[src/rtl/enc8b10b_pkg.sv]
// Shared widths, types and helpers for the four-lane 8b/10b transmit encoder.
package enc8b10b_pkg;

    localparam int BYTE_W  = 8;
    localparam int GROUP_W = 10;

    typedef logic [GROUP_W-1:0] group_t;

    // True when the byte is one of the twelve legal control characters.
    function automatic logic k_byte_ok(input logic [BYTE_W-1:0] b);
        logic [4:0] lo;
        lo = b[4:0];
        return (lo == 5'd28) ||
               ((b[7:5] == 3'd7) &&
                (lo == 5'd23 || lo == 5'd27 || lo == 5'd29 || lo == 5'd30));
    endfunction

endpackage

[src/rtl/enc_blk6.sv]
// 5b/6b sub-block encoder.
// Maps the low five bits to abcdei (a in bit 5) and chooses polarity from rd_in.
// Assumes k28 is set only for a valid K.28 control request.
// rd_in/rd_out: 0 = negative, 1 = positive.
module enc_blk6 (
    input  logic [4:0] x,
    input  logic       k28,
    input  logic       rd_in,
    output logic [5:0] c6,
    output logic       rd_out
);

    logic [5:0] base;

    // Negative-disparity form of each 6-bit code.
    always_comb begin
        unique case (x)
            5'd0:  base = 6'b100111;
            5'd1:  base = 6'b011101;
            5'd2:  base = 6'b101101;
            5'd3:  base = 6'b110001;
            5'd4:  base = 6'b110101;
            5'd5:  base = 6'b101001;
            5'd6:  base = 6'b011001;
            5'd7:  base = 6'b111000;
            5'd8:  base = 6'b111001;
            5'd9:  base = 6'b100101;
            5'd10: base = 6'b010101;
            5'd11: base = 6'b110100;
            5'd12: base = 6'b001101;
            5'd13: base = 6'b101100;
            5'd14: base = 6'b011100;
            5'd15: base = 6'b010111;
            5'd16: base = 6'b011011;
            5'd17: base = 6'b100011;
            5'd18: base = 6'b010011;
            5'd19: base = 6'b110010;
            5'd20: base = 6'b001011;
            5'd21: base = 6'b101010;
            5'd22: base = 6'b011010;
            5'd23: base = 6'b111010;
            5'd24: base = 6'b110011;
            5'd25: base = 6'b100110;
            5'd26: base = 6'b010110;
            5'd27: base = 6'b110110;
            5'd28: base = k28 ? 6'b001111 : 6'b001110;
            5'd29: base = 6'b101110;
            5'd30: base = 6'b011110;
            default: base = 6'b101011;
        endcase
    end

    // Polarity: unbalanced codes flip with disparity, x=7 has its own pair.
    always_comb begin
        if ($countones(base) == 3) begin
            c6     = (x == 5'd7 && rd_in) ? 6'b000111 : base;
            rd_out = rd_in;
        end else begin
            c6     = rd_in ? ~base : base;
            rd_out = ~rd_in;
        end
    end

endmodule

[src/rtl/enc_blk4.sv]
// 3b/4b sub-block encoder.
// Maps the top three bits to fghj (f in bit 3) using the disparity left by the 6b block.
// Assumes k is set only for a valid control request.
// Picks the alternate .7 form where needed to avoid a run of five.
module enc_blk4 (
    input  logic [2:0] y,
    input  logic [4:0] x,
    input  logic       k,
    input  logic       rd_in,
    output logic [3:0] c4,
    output logic       rd_out
);

    logic       use_alt;
    logic [3:0] base;

    // Alternate .7 selection: always for control, by disparity for six data codes.
    always_comb begin
        use_alt = (y == 3'd7) &&
                  (k ||
                   (!rd_in && (x == 5'd17 || x == 5'd18 || x == 5'd20)) ||
                   ( rd_in && (x == 5'd11 || x == 5'd13 || x == 5'd14)));
    end

    // Negative-disparity form of each 4-bit code.
    always_comb begin
        unique case (y)
            3'd0: base = 4'b1011;
            3'd1: base = 4'b1001;
            3'd2: base = 4'b0101;
            3'd3: base = 4'b1100;
            3'd4: base = 4'b1101;
            3'd5: base = 4'b1010;
            3'd6: base = 4'b0110;
            default: base = use_alt ? 4'b0111 : 4'b1110;
        endcase
    end

    // Polarity rules for unbalanced, .3 and control balanced codes.
    always_comb begin
        rd_out = rd_in;
        if ($countones(base) == 3) begin
            c4     = rd_in ? ~base : base;
            rd_out = ~rd_in;
        end else if (y == 3'd3) begin
            c4 = rd_in ? 4'b0011 : 4'b1100;
        end else if (k) begin
            c4 = rd_in ? base : ~base;
        end else begin
            c4 = base;
        end
    end

endmodule

[src/rtl/enc_lane.sv]
// One byte lane of the transmit encoder.
// Applies the disparity override and builds the 10-bit group from both sub-blocks.
// Returns the raw or skip form when encoding is off or skipped.
// Assumes the chained disparity input is settled within the cycle.
module enc_lane
    import enc8b10b_pkg::*;
(
    input  logic [BYTE_W-1:0] byte_in,
    input  logic              is_k,
    input  logic              skip,
    input  logic              dmode,
    input  logic              dval,
    input  logic              enc_on,
    input  logic              rd_in,
    output group_t            grp,
    output logic              err,
    output logic              rd_out
);

    logic       k_ok;
    logic       k_eff;
    logic       rd_start;
    logic [5:0] c6;
    logic [3:0] c4;
    logic       rd6;
    logic       rd4;

    // Control qualification and override of the starting disparity.
    always_comb begin
        k_ok     = k_byte_ok(byte_in);
        k_eff    = is_k && k_ok;
        rd_start = dmode ? dval : (rd_in ^ dval);
    end

    enc_blk6 u_b6 (
        .x      (byte_in[4:0]),
        .k28    (k_eff && byte_in[4:0] == 5'd28),
        .rd_in  (rd_start),
        .c6     (c6),
        .rd_out (rd6)
    );

    enc_blk4 u_b4 (
        .y      (byte_in[7:5]),
        .x      (byte_in[4:0]),
        .k      (k_eff),
        .rd_in  (rd6),
        .c4     (c4),
        .rd_out (rd4)
    );

    // Select raw, skip or encoded output and the outgoing disparity.
    always_comb begin
        if (!enc_on) begin
            grp    = {dmode, dval, byte_in};
            err    = 1'b0;
            rd_out = rd_in;
        end else if (skip) begin
            grp    = {2'b00, byte_in};
            err    = 1'b0;
            rd_out = rd_in;
        end else begin
            grp    = {c6, c4};
            err    = is_k && !k_ok;
            rd_out = rd4;
        end
    end

endmodule

[src/rtl/enc8b10b_tx.sv]
// Multi-lane 8b/10b transmit encoder, one clock domain.
// Lanes share a running disparity chained from lane 0 upward, carried between cycles.
// Output groups and error flags are registered (one cycle of latency).
// Assumes synchronous active-low reset; disparity resets to negative.
module enc8b10b_tx
    import enc8b10b_pkg::*;
#(
    parameter int LANES = 4
) (
    input  logic                       clk,
    input  logic                       rst_n,
    input  logic [LANES*BYTE_W-1:0]    tx_data,
    input  logic [LANES-1:0]           tx_is_k,
    input  logic [LANES-1:0]           tx_skip,
    input  logic [LANES-1:0]           tx_dmode,
    input  logic [LANES-1:0]           tx_dval,
    input  logic                       enc_on,
    output logic [LANES*GROUP_W-1:0]   code_out,
    output logic [LANES-1:0]           k_err
);

    localparam int OUT_W = LANES * GROUP_W;

    logic [LANES:0]   rd_chain;
    logic             rd_q;
    logic [OUT_W-1:0] grp_flat;
    logic [LANES-1:0] err_c;

    assign rd_chain[0] = rd_q;

    for (genvar i = 0; i < LANES; i++) begin : g_lane
        group_t grp_i;

        enc_lane u_lane (
            .byte_in (tx_data[i*BYTE_W +: BYTE_W]),
            .is_k    (tx_is_k[i]),
            .skip    (tx_skip[i]),
            .dmode   (tx_dmode[i]),
            .dval    (tx_dval[i]),
            .enc_on  (enc_on),
            .rd_in   (rd_chain[i]),
            .grp     (grp_i),
            .err     (err_c[i]),
            .rd_out  (rd_chain[i+1])
        );

        assign grp_flat[i*GROUP_W +: GROUP_W] = grp_i;
    end

    // Output register and running-disparity state.
    always_ff @(posedge clk) begin
        if (!rst_n) begin
            code_out <= '0;
            k_err    <= '0;
            rd_q     <= 1'b0;
        end else begin
            code_out <= grp_flat;
            k_err    <= err_c;
            rd_q     <= rd_chain[LANES];
        end
    end

endmodule

[config.mk]
export PLATFORM = sky130hd
export DESIGN_NAME = enc8b10b_tx
export DESIGN_NICKNAME = d
export VERILOG_FILES = /design/src/rtl/enc8b10b_pkg.sv /design/src/rtl/enc_blk6.sv /design/src/rtl/enc_blk4.sv /design/src/rtl/enc_lane.sv /design/src/rtl/enc8b10b_tx.sv
export SDC_FILE = /design/constraint.sdc
export NUM_CORES = 1
export LEC_CHECK = 0
export BUFFER_PORTS_ARGS = -buffer_cell sky130_fd_sc_hd__buf_4
export CORE_AREA = 2 2 123 125
export DETAILED_ROUTE_END_ITERATION = 10
export DIE_AREA = 0 0 125 127
export PLACE_DENSITY = 0.72
export SLEW_MARGIN = 5
export SYNTH_ARGS = -nofsm -noshare
export SYNTH_HDL_FRONTEND = slang
export SYNTH_HIERARCHICAL = 1
export SYNTH_SLANG_ARGS = --single-unit
[constraint.sdc]
create_clock -name clk -period 16.6 [get_ports clk]
set_clock_uncertainty 0.1 [all_clocks]
set_input_delay 2.49 -clock clk [delete_from_list [all_inputs] [get_ports clk]]
set_output_delay 2.49 -clock clk [all_outputs]
set_load 0.03 [all_outputs]
---- After elaboration in Yosys (flattened, before gate mapping) ----
Cells that the tools add are included.
cells by class
  $add $sub $neg .......................... 32
  bitwise operators ....................... 22
  multiplexer cells ....................... 80
  reduce and logical (&&, ||, !) cells .... 92
  eq/ne operators ......................... 156
operators with widths
  kind                  count
  $pmux W6 S31          4
  $eq A5 B5 Y1 const B  60
  $eq A5 B4 Y1 const B  32
  $mux W4               28
  $pmux W4 S7           4
  $eq A5 B3 Y1 const B  16
  $mux W10              8
  $mux W6               12
  $eq A3 B3 Y1 const B  16
  $add A1 B1 Y2         20
  $eq A5 B2 Y1 const B  8
  $logic_or A1 B1 Y1    40
  $eq A3 B2 Y1 const B  12
  $logic_and A1 B1 Y1   32
  $add A2 B2 Y3         8
  $mux W1               24
  $not A6 Y6            4
  $eq A5 B1 Y1 const B  4
  $logic_not A5 Y1      4
  $add A3 B2 Y4         4
  $eq A4 B2 Y1 const B  4
  $not A4 Y4            4
  $eq A3 B1 Y1 const B  4
  $logic_not A3 Y1      4
  other kinds (4)       26
storage, ports and cells
  word-level logic and storage cells ...... 388
  bits in registers ....................... 45
  input port bits ......................... 51
  output and inout port bits .............. 44

---- Logic depth before layout (Yosys ltp) ----
  depth in word-level cells ............... 80
  mapped depth ............................ 73
  gate-level depth less buffers ........... 73

---- Cells and area by module ----
The synthesis kept the hierarchy.
by module, submodules not included
  module                                 cells an instance  area an instance (µm²)  instances  sequential area each (µm²)
  enc_blk4                               63                 414.1                   4          0.0
  enc8b10b_tx                            94                 1,258.7                 1          900.9
  enc_blk6 at g_lane[0].u_lane.u_b6 ...  72                 469.2                   2          0.0
  enc_lane                               31                 230.2                   4          0.0
  enc_blk6 at g_lane[2].u_lane.u_b6      73                 480.5                   1          0.0
  enc_blk6 at g_lane[3].u_lane.u_b6      71                 479.2                   1          0.0

---- Least setup slack after synthesis ----
No wires, ideal clock.
  kind .................................... in2reg
  start ................................... input port tx_data[1]
  end ..................................... register code_out[32]
  path slack .............................. -1,105 ps
  stages .................................. 73
  required time ........................... 16,384 ps
  library setup time ...................... 116 ps
  arrival time ............................ 17,489 ps
  buffers on the path ..................... 1
  cells stage by stage .................... nor2_1 nand4_1 nor2_1 nand2b_1 a21oi_2 mux2i_1 a22o_1 fa_1 inv_1 fa_1 inv_1 ha_1 inv_1 fa_1 nand3b_1 and2_1 nor2_1 buf_4 (+37 left out) nor2b_1 xnor2_1 and2_1 nor2_1 or4b_4 a21oi_2 o41ai_1 o21ai_2 fa_1 ha_1 ha_1 nand3b_1 nand2_1 nand2_1 a21oi_1 a311o_1 mux2_2 and2_2
on the way
  longest elaborated chain between the ends .. 79
  elaborated cells on any way between the ends .. 131
RTL lines
  element                              line                                text
  start, declared                      enc8b10b_tx.sv:12                   input logic [LANES*BYTE_W-1:0] tx_data,
  $eq A5 B5 Y1                         enc8b10b_pkg.sv:15, enc_blk6.sv:17
  $logic_or A1 B1 Y1 (3 in series)     enc8b10b_pkg.sv:15                  (lo == 5'd23 || lo == 5'd27 || lo == 5'd29 || lo == 5'd30));
  $logic_and A1 B1 Y1                  enc8b10b_pkg.sv:14                  ((b[7:5] == 3'd7) &&
  $logic_or A1 B1 Y1                   enc8b10b_pkg.sv:13                  return (lo == 5'd28) ||
  $logic_and A1 B1 Y1                  enc_lane.sv:31                      k_eff = is_k && k_ok;
  $logic_and A1 B1 Y1                  enc_lane.sv:37                      .k28 (k_eff && byte_in[4:0] == 5'd28),
  $mux W1                              enc_blk6.sv:46                      5'd28: base = k28 ? 6'b001111 : 6'b001110;
  $pmux W6 S31 (*)                     enc_blk6.sv:17                      unique case (x)
  (+5 left out)                        --
  via g_lane[0].u_lane.rd6             enc_lane.sv:25                      logic rd6;
  (+11 left out)                       --
  via g_lane[0].u_lane.rd4             enc_lane.sv:26                      logic rd4;
  (+2 left out)                        --
  via rd_chain[1]                      enc8b10b_tx.sv:24                   logic [LANES:0] rd_chain;
  (+2 left out)                        --
  via g_lane[1].u_lane.rd_start        enc_lane.sv:22                      logic rd_start;
  (+2 left out)                        --
  via g_lane[1].u_lane.rd6             enc_lane.sv:25
  (+11 left out)                       --
  via g_lane[1].u_lane.rd4             enc_lane.sv:26
  (+2 left out)                        --
  via rd_chain[2]                      enc8b10b_tx.sv:24
  (+2 left out)                        --
  via g_lane[2].u_lane.rd_start        enc_lane.sv:22
  (+2 left out)                        --
  via g_lane[2].u_lane.rd6             enc_lane.sv:25
  (+11 left out)                       --
  via g_lane[2].u_lane.rd4             enc_lane.sv:26
  (+2 left out)                        --
  via rd_chain[3]                      enc8b10b_tx.sv:24
  (+2 left out)                        --
  via g_lane[3].u_lane.rd_start        enc_lane.sv:22
  (+2 left out)                        --
  via g_lane[3].u_lane.rd6             enc_lane.sv:25
  (+7 left out)                        --
  $add A1 B1 Y2 (implied by the code)  enc_blk4.sv:42                      if ($countones(base) == 3) begin
  $add A2 B2 Y3 (implied by the code)  enc_blk4.sv:42
  $eq A3 B2 Y1                         enc_blk4.sv:42
  $mux W4 (*)                          enc_blk4.sv:42
  via g_lane[3].u_lane.c4[2]           enc_lane.sv:24                      logic [3:0] c4;
  $mux W10 (*)                         enc_lane.sv:58                      end else if (skip) begin
  $mux W10 (*)                         enc_lane.sv:54                      if (!enc_on) begin
  via g_lane[3].grp_i[2]               enc8b10b_tx.sv:32                   group_t grp_i;
  end signal, assigned                 enc8b10b_tx.sv:57                   code_out <= grp_flat;
  end, declared                        enc8b10b_tx.sv:18                   output logic [LANES*GROUP_W-1:0] code_out,
Mark *: on every way through the listed nets, which the timed path passes. The rest lies on a longest branch.
A chain may end at the register's enable or synchronous reset.

---- Final worst setup path ----
  start ................................... input port tx_data[0]
  end ..................................... register code_out[32]
on the way
  longest elaborated chain between the ends .. 79
  elaborated cells on any way between the ends .. 131
RTL lines
  element                              line                text
  $eq A5 B5 Y1                         enc8b10b_pkg.sv:15
  $logic_or A1 B1 Y1 (3 in series)     enc8b10b_pkg.sv:15
  $logic_and A1 B1 Y1                  enc8b10b_pkg.sv:14
  $logic_or A1 B1 Y1 (*)               enc8b10b_pkg.sv:13
  $logic_and A1 B1 Y1 (*)              enc_lane.sv:31
  via g_lane[0].u_lane.k_eff           enc_lane.sv:21      logic k_eff;
  $logic_and A1 B1 Y1                  enc_lane.sv:37
  $mux W1                              enc_blk6.sv:46
  (+17 left out)                       --
  via g_lane[0].u_lane.rd4             enc_lane.sv:26
  (+2 left out)                        --
  via rd_chain[1]                      enc8b10b_tx.sv:24
  (+2 left out)                        --
  via g_lane[1].u_lane.rd_start        enc_lane.sv:22
  (+2 left out)                        --
  via g_lane[1].u_lane.rd6             enc_lane.sv:25
  (+11 left out)                       --
  via g_lane[1].u_lane.rd4             enc_lane.sv:26
  (+2 left out)                        --
  via rd_chain[2]                      enc8b10b_tx.sv:24
  (+2 left out)                        --
  via g_lane[2].u_lane.rd_start        enc_lane.sv:22
  (+2 left out)                        --
  via g_lane[2].u_lane.rd6             enc_lane.sv:25
  (+11 left out)                       --
  via g_lane[2].u_lane.rd4             enc_lane.sv:26
  (+2 left out)                        --
  via rd_chain[3]                      enc8b10b_tx.sv:24
  (+2 left out)                        --
  via g_lane[3].u_lane.rd_start        enc_lane.sv:22
  (+2 left out)                        --
  via g_lane[3].u_lane.rd6             enc_lane.sv:25
  (+7 left out)                        --
  $add A1 B1 Y2 (implied by the code)  enc_blk4.sv:42
  $add A2 B2 Y3 (implied by the code)  enc_blk4.sv:42
  $eq A3 B2 Y1                         enc_blk4.sv:42
  $mux W4 (*)                          enc_blk4.sv:42
  via g_lane[3].u_lane.c4[2]           enc_lane.sv:24
  $mux W10 (*)                         enc_lane.sv:58
  $mux W10 (*)                         enc_lane.sv:54
  via g_lane[3].grp_i[2]               enc8b10b_tx.sv:32
Marked as above.

==> results.toml <==
[yosys]
ys_seq_area_frac = 0.157
yosys_warnings = 6
yosysTopAreaCellShare = 0.157
ys_ff_latch = 45
syn-num-nets = 837
synthFlopType = "dfxtp_1"
synth_top_cell_by_area = "dfxtp_1"
async_flop_share = 0
synth.area.top_cells = "dfxtp_1 16%, mux2_2 7.1%, nand2_1 6.0%"
synth_edf_count = 0
synth_area_per_cell_um2 = 7.56
synthCells = 758
synth_area_mm2 = 0.00573
ys_types = 60

[cells_and_area]
drive_above_1_share = 0.412
area_delta_synth_final_pct = 38.0
post-route-util = 0.548
stdcell_count = 1141
layout_commonest_cell = "buf_4"
final_area_mm2 = 0.00791
layout_common_cells = "219 x buf_4, 91 x nand2_1, 55 x a21oi_1"
antenna_cells = 0
fin_nets = 1035
fillerInstances = 1328

[timing]
finalHoldViolCount = 0
min_period_over_period = 1.04
rsz0062_at_grt = "true"
maxSlewViolCount = 0
timing.hold.ws_ps = 1050
min_period_ps = 17210
worst_slew_pin_slew_ps = 674
relSlewSlack = 0.551
finalSetupViolations = 5
fin_ws_ps = -610
clock.fmax_mhz = 58.1

[floorplan]
die_h_um = 127
num_rows = 44
ioPinCount = 95
die_area_mm2 = 0.0159
coreArea_mm2 = 0.0144
initial_core_util = 0.398
die_x_um = 125

[worst_setup_path]
start_kind = "input pin"
worst_path_most_repeated_cell = "buf_4"
required_ps = 16700
cpLargestDelayFamily = "adder cells"
worstPathMaxFanout = 7
slowest_delay_ps = 490
end_kind = "flop"
cp_slowest_cell = "a21oi_1"
path_buf_inv = 24
reg2reg_slack_ps = 3590
worst-setup-path-type = "in2reg"
cp_data_arrival_time_ps = 17310

[global_route]
grt_pass1_wl_mm = 28.2
grt_pass1_vias = 5859
grt_max_degree = 46
track_usage = 0.211
antenna_found_initial = 0
grt_overflow = 0

[power]
combPwrFrac = 0.712
switching_share = 0.408
power_density_mw_per_mm2 = 101
leakage_nw = 3.52
p_int_w = 0.000471
switchingPower_w = 0.000325
power_frac_seq = 0.159
p_clk_frac = 0.129
vdd_ir_drop_max_v = 0.0000492

[placed_design]
post_dp_cell_area_mm2 = 0.00700
port_buffers = 94
place_ws_ps = -875
gp_congestion = 0.863
placed_cells = 1053
dp_hpwl_mm = 11.3

[clock_network]
cts_max_level = 2
cts_tree = "done"
worstSkewPairLatency_ps = 300
cts_buffers = 5
cts_num_sinks = 45
cts_root_buffer = "clkbuf_16"
clkSlewWorstSetupHoldPaths_ps = 70
ctsLongestPathBuffers = 2

[run]
cap_violations = 0

[detailed_routing]
vias_per_cell = 5.40
dr.first_iter.drc_count = 411
wl_per_cell_um = 14.9
drtPass1Iterations = 5
vias = 6157
antenna_left = 0
drc_errors = 0
drt_wl_total_mm = 17.0

[outcome]
status = "complete, but fails checks"
violations = "negative setup slack"

[min_path]
min_path_type = "reg2reg"
==> state kept, by name, summed over array words and instances (netlist names) <==
name	cells
k_err	4
code_out	40
rd_q	1
==> tightest hold or removal path, stage by stage, from the launching register on <==
cell	delay (ps)
dfxtp_1	330
nor2b_1	140
xnor2_1	180
nand2_1	100
mux2i_1	70
inv_1	50
o22ai_1	60
and2_2	180
==> metrics by stage <==
step	setup TNS, ps	power, W
after floorplan	-2540	0.000452
after global placement	-2460	0.000581
after detailed placement	-4020	0.000590
after CTS	-1280	0.000776
after global routing	-5740	0.000858
final	-2670	0.000796
==> layout make-up <==
class                      count  area (µm²)  share of cell area
sequential                    45         901               0.114
timing repair buffer         228        1780               0.224
clock buffer                   6         129              0.0163
multi-input combinational    625        4670               0.591
tap                          184         230              0.0291
inverter                      51         191              0.0242
clock inverter                 2        10.0             0.00127
==> power by group through the flow <==
stage	Sequential, W	Clock, W	Combinational [W]
after global routing	0.000128	0.000110	0.000620
after CTS	0.000127	0.000105	0.000544
after global placement	0.000129	0	0.000452
after detailed placement	0.000129	0	0.000461
after floorplan	0.000155	0	0.000297
final	0.000127	0.000102	0.000567
==> metal layers <==
layer | vias to the layer above | GRT usage | part of all wire
met5 | - | 0 | 0
met4 | 0 | 0.0837 | 0.030
met1 | 2832 | 0.267 | 0.44
li1 | 3075 | - | -
met3 | 48 | 0.0385 | 0.053
met2 | 202 | 0.359 | 0.48
==> timing repair <==
item | CTS | global route
setup buffers | 82 | 9
gates resized for setup | 32 | 11
hold endpoints to repair | 0 | 0
hold buffers | 0 | 0
endpoints found under the setup margin | 5 | 9
pin swaps | 25 | 7
==> logic make-up (layout without fill, tap and decap cells) <==
family / count (synthesis) / after routing / share of synthesized area
XOR/XNOR: 24 / 24 / 0.0367
flip-flops: 45 / 45 / 0.157
AND/OR/NAND/NOR: 330 / 330 / 0.319
multiplexers: 52 / 52 / 0.0986
adder cells (fa/ha/maj): 32 / 32 / 0.0890
buffers and inverters: 88 / 287 / 0.0794
AO/OA/AOI/OAI: 187 / 187 / 0.220
==> synthesized netlist by cell type (all sizes together), types with 12 or more instances <==
library cell  instances
mux2                 36
o21ai                47
xnor2                24
and2                 57
nand2                92
buf                  31
inv                  51
nand2b               22
nor3                 19
dfxtp                45
nor2                 59
a21oi                63
nand3b               20
fa                   16
mux2i                16
ha                   12
==> worst paths after layout <==
path / from / end / cells after the start
max: tx_data[0] / code_out[32] / 81
min: rd_q / code_out[9] / 7
max reg2reg: rd_q / code_out[32] / 60
min reg2reg: rd_q / code_out[9] / 7
Note: power is estimated with default switching activity, not from simulation.
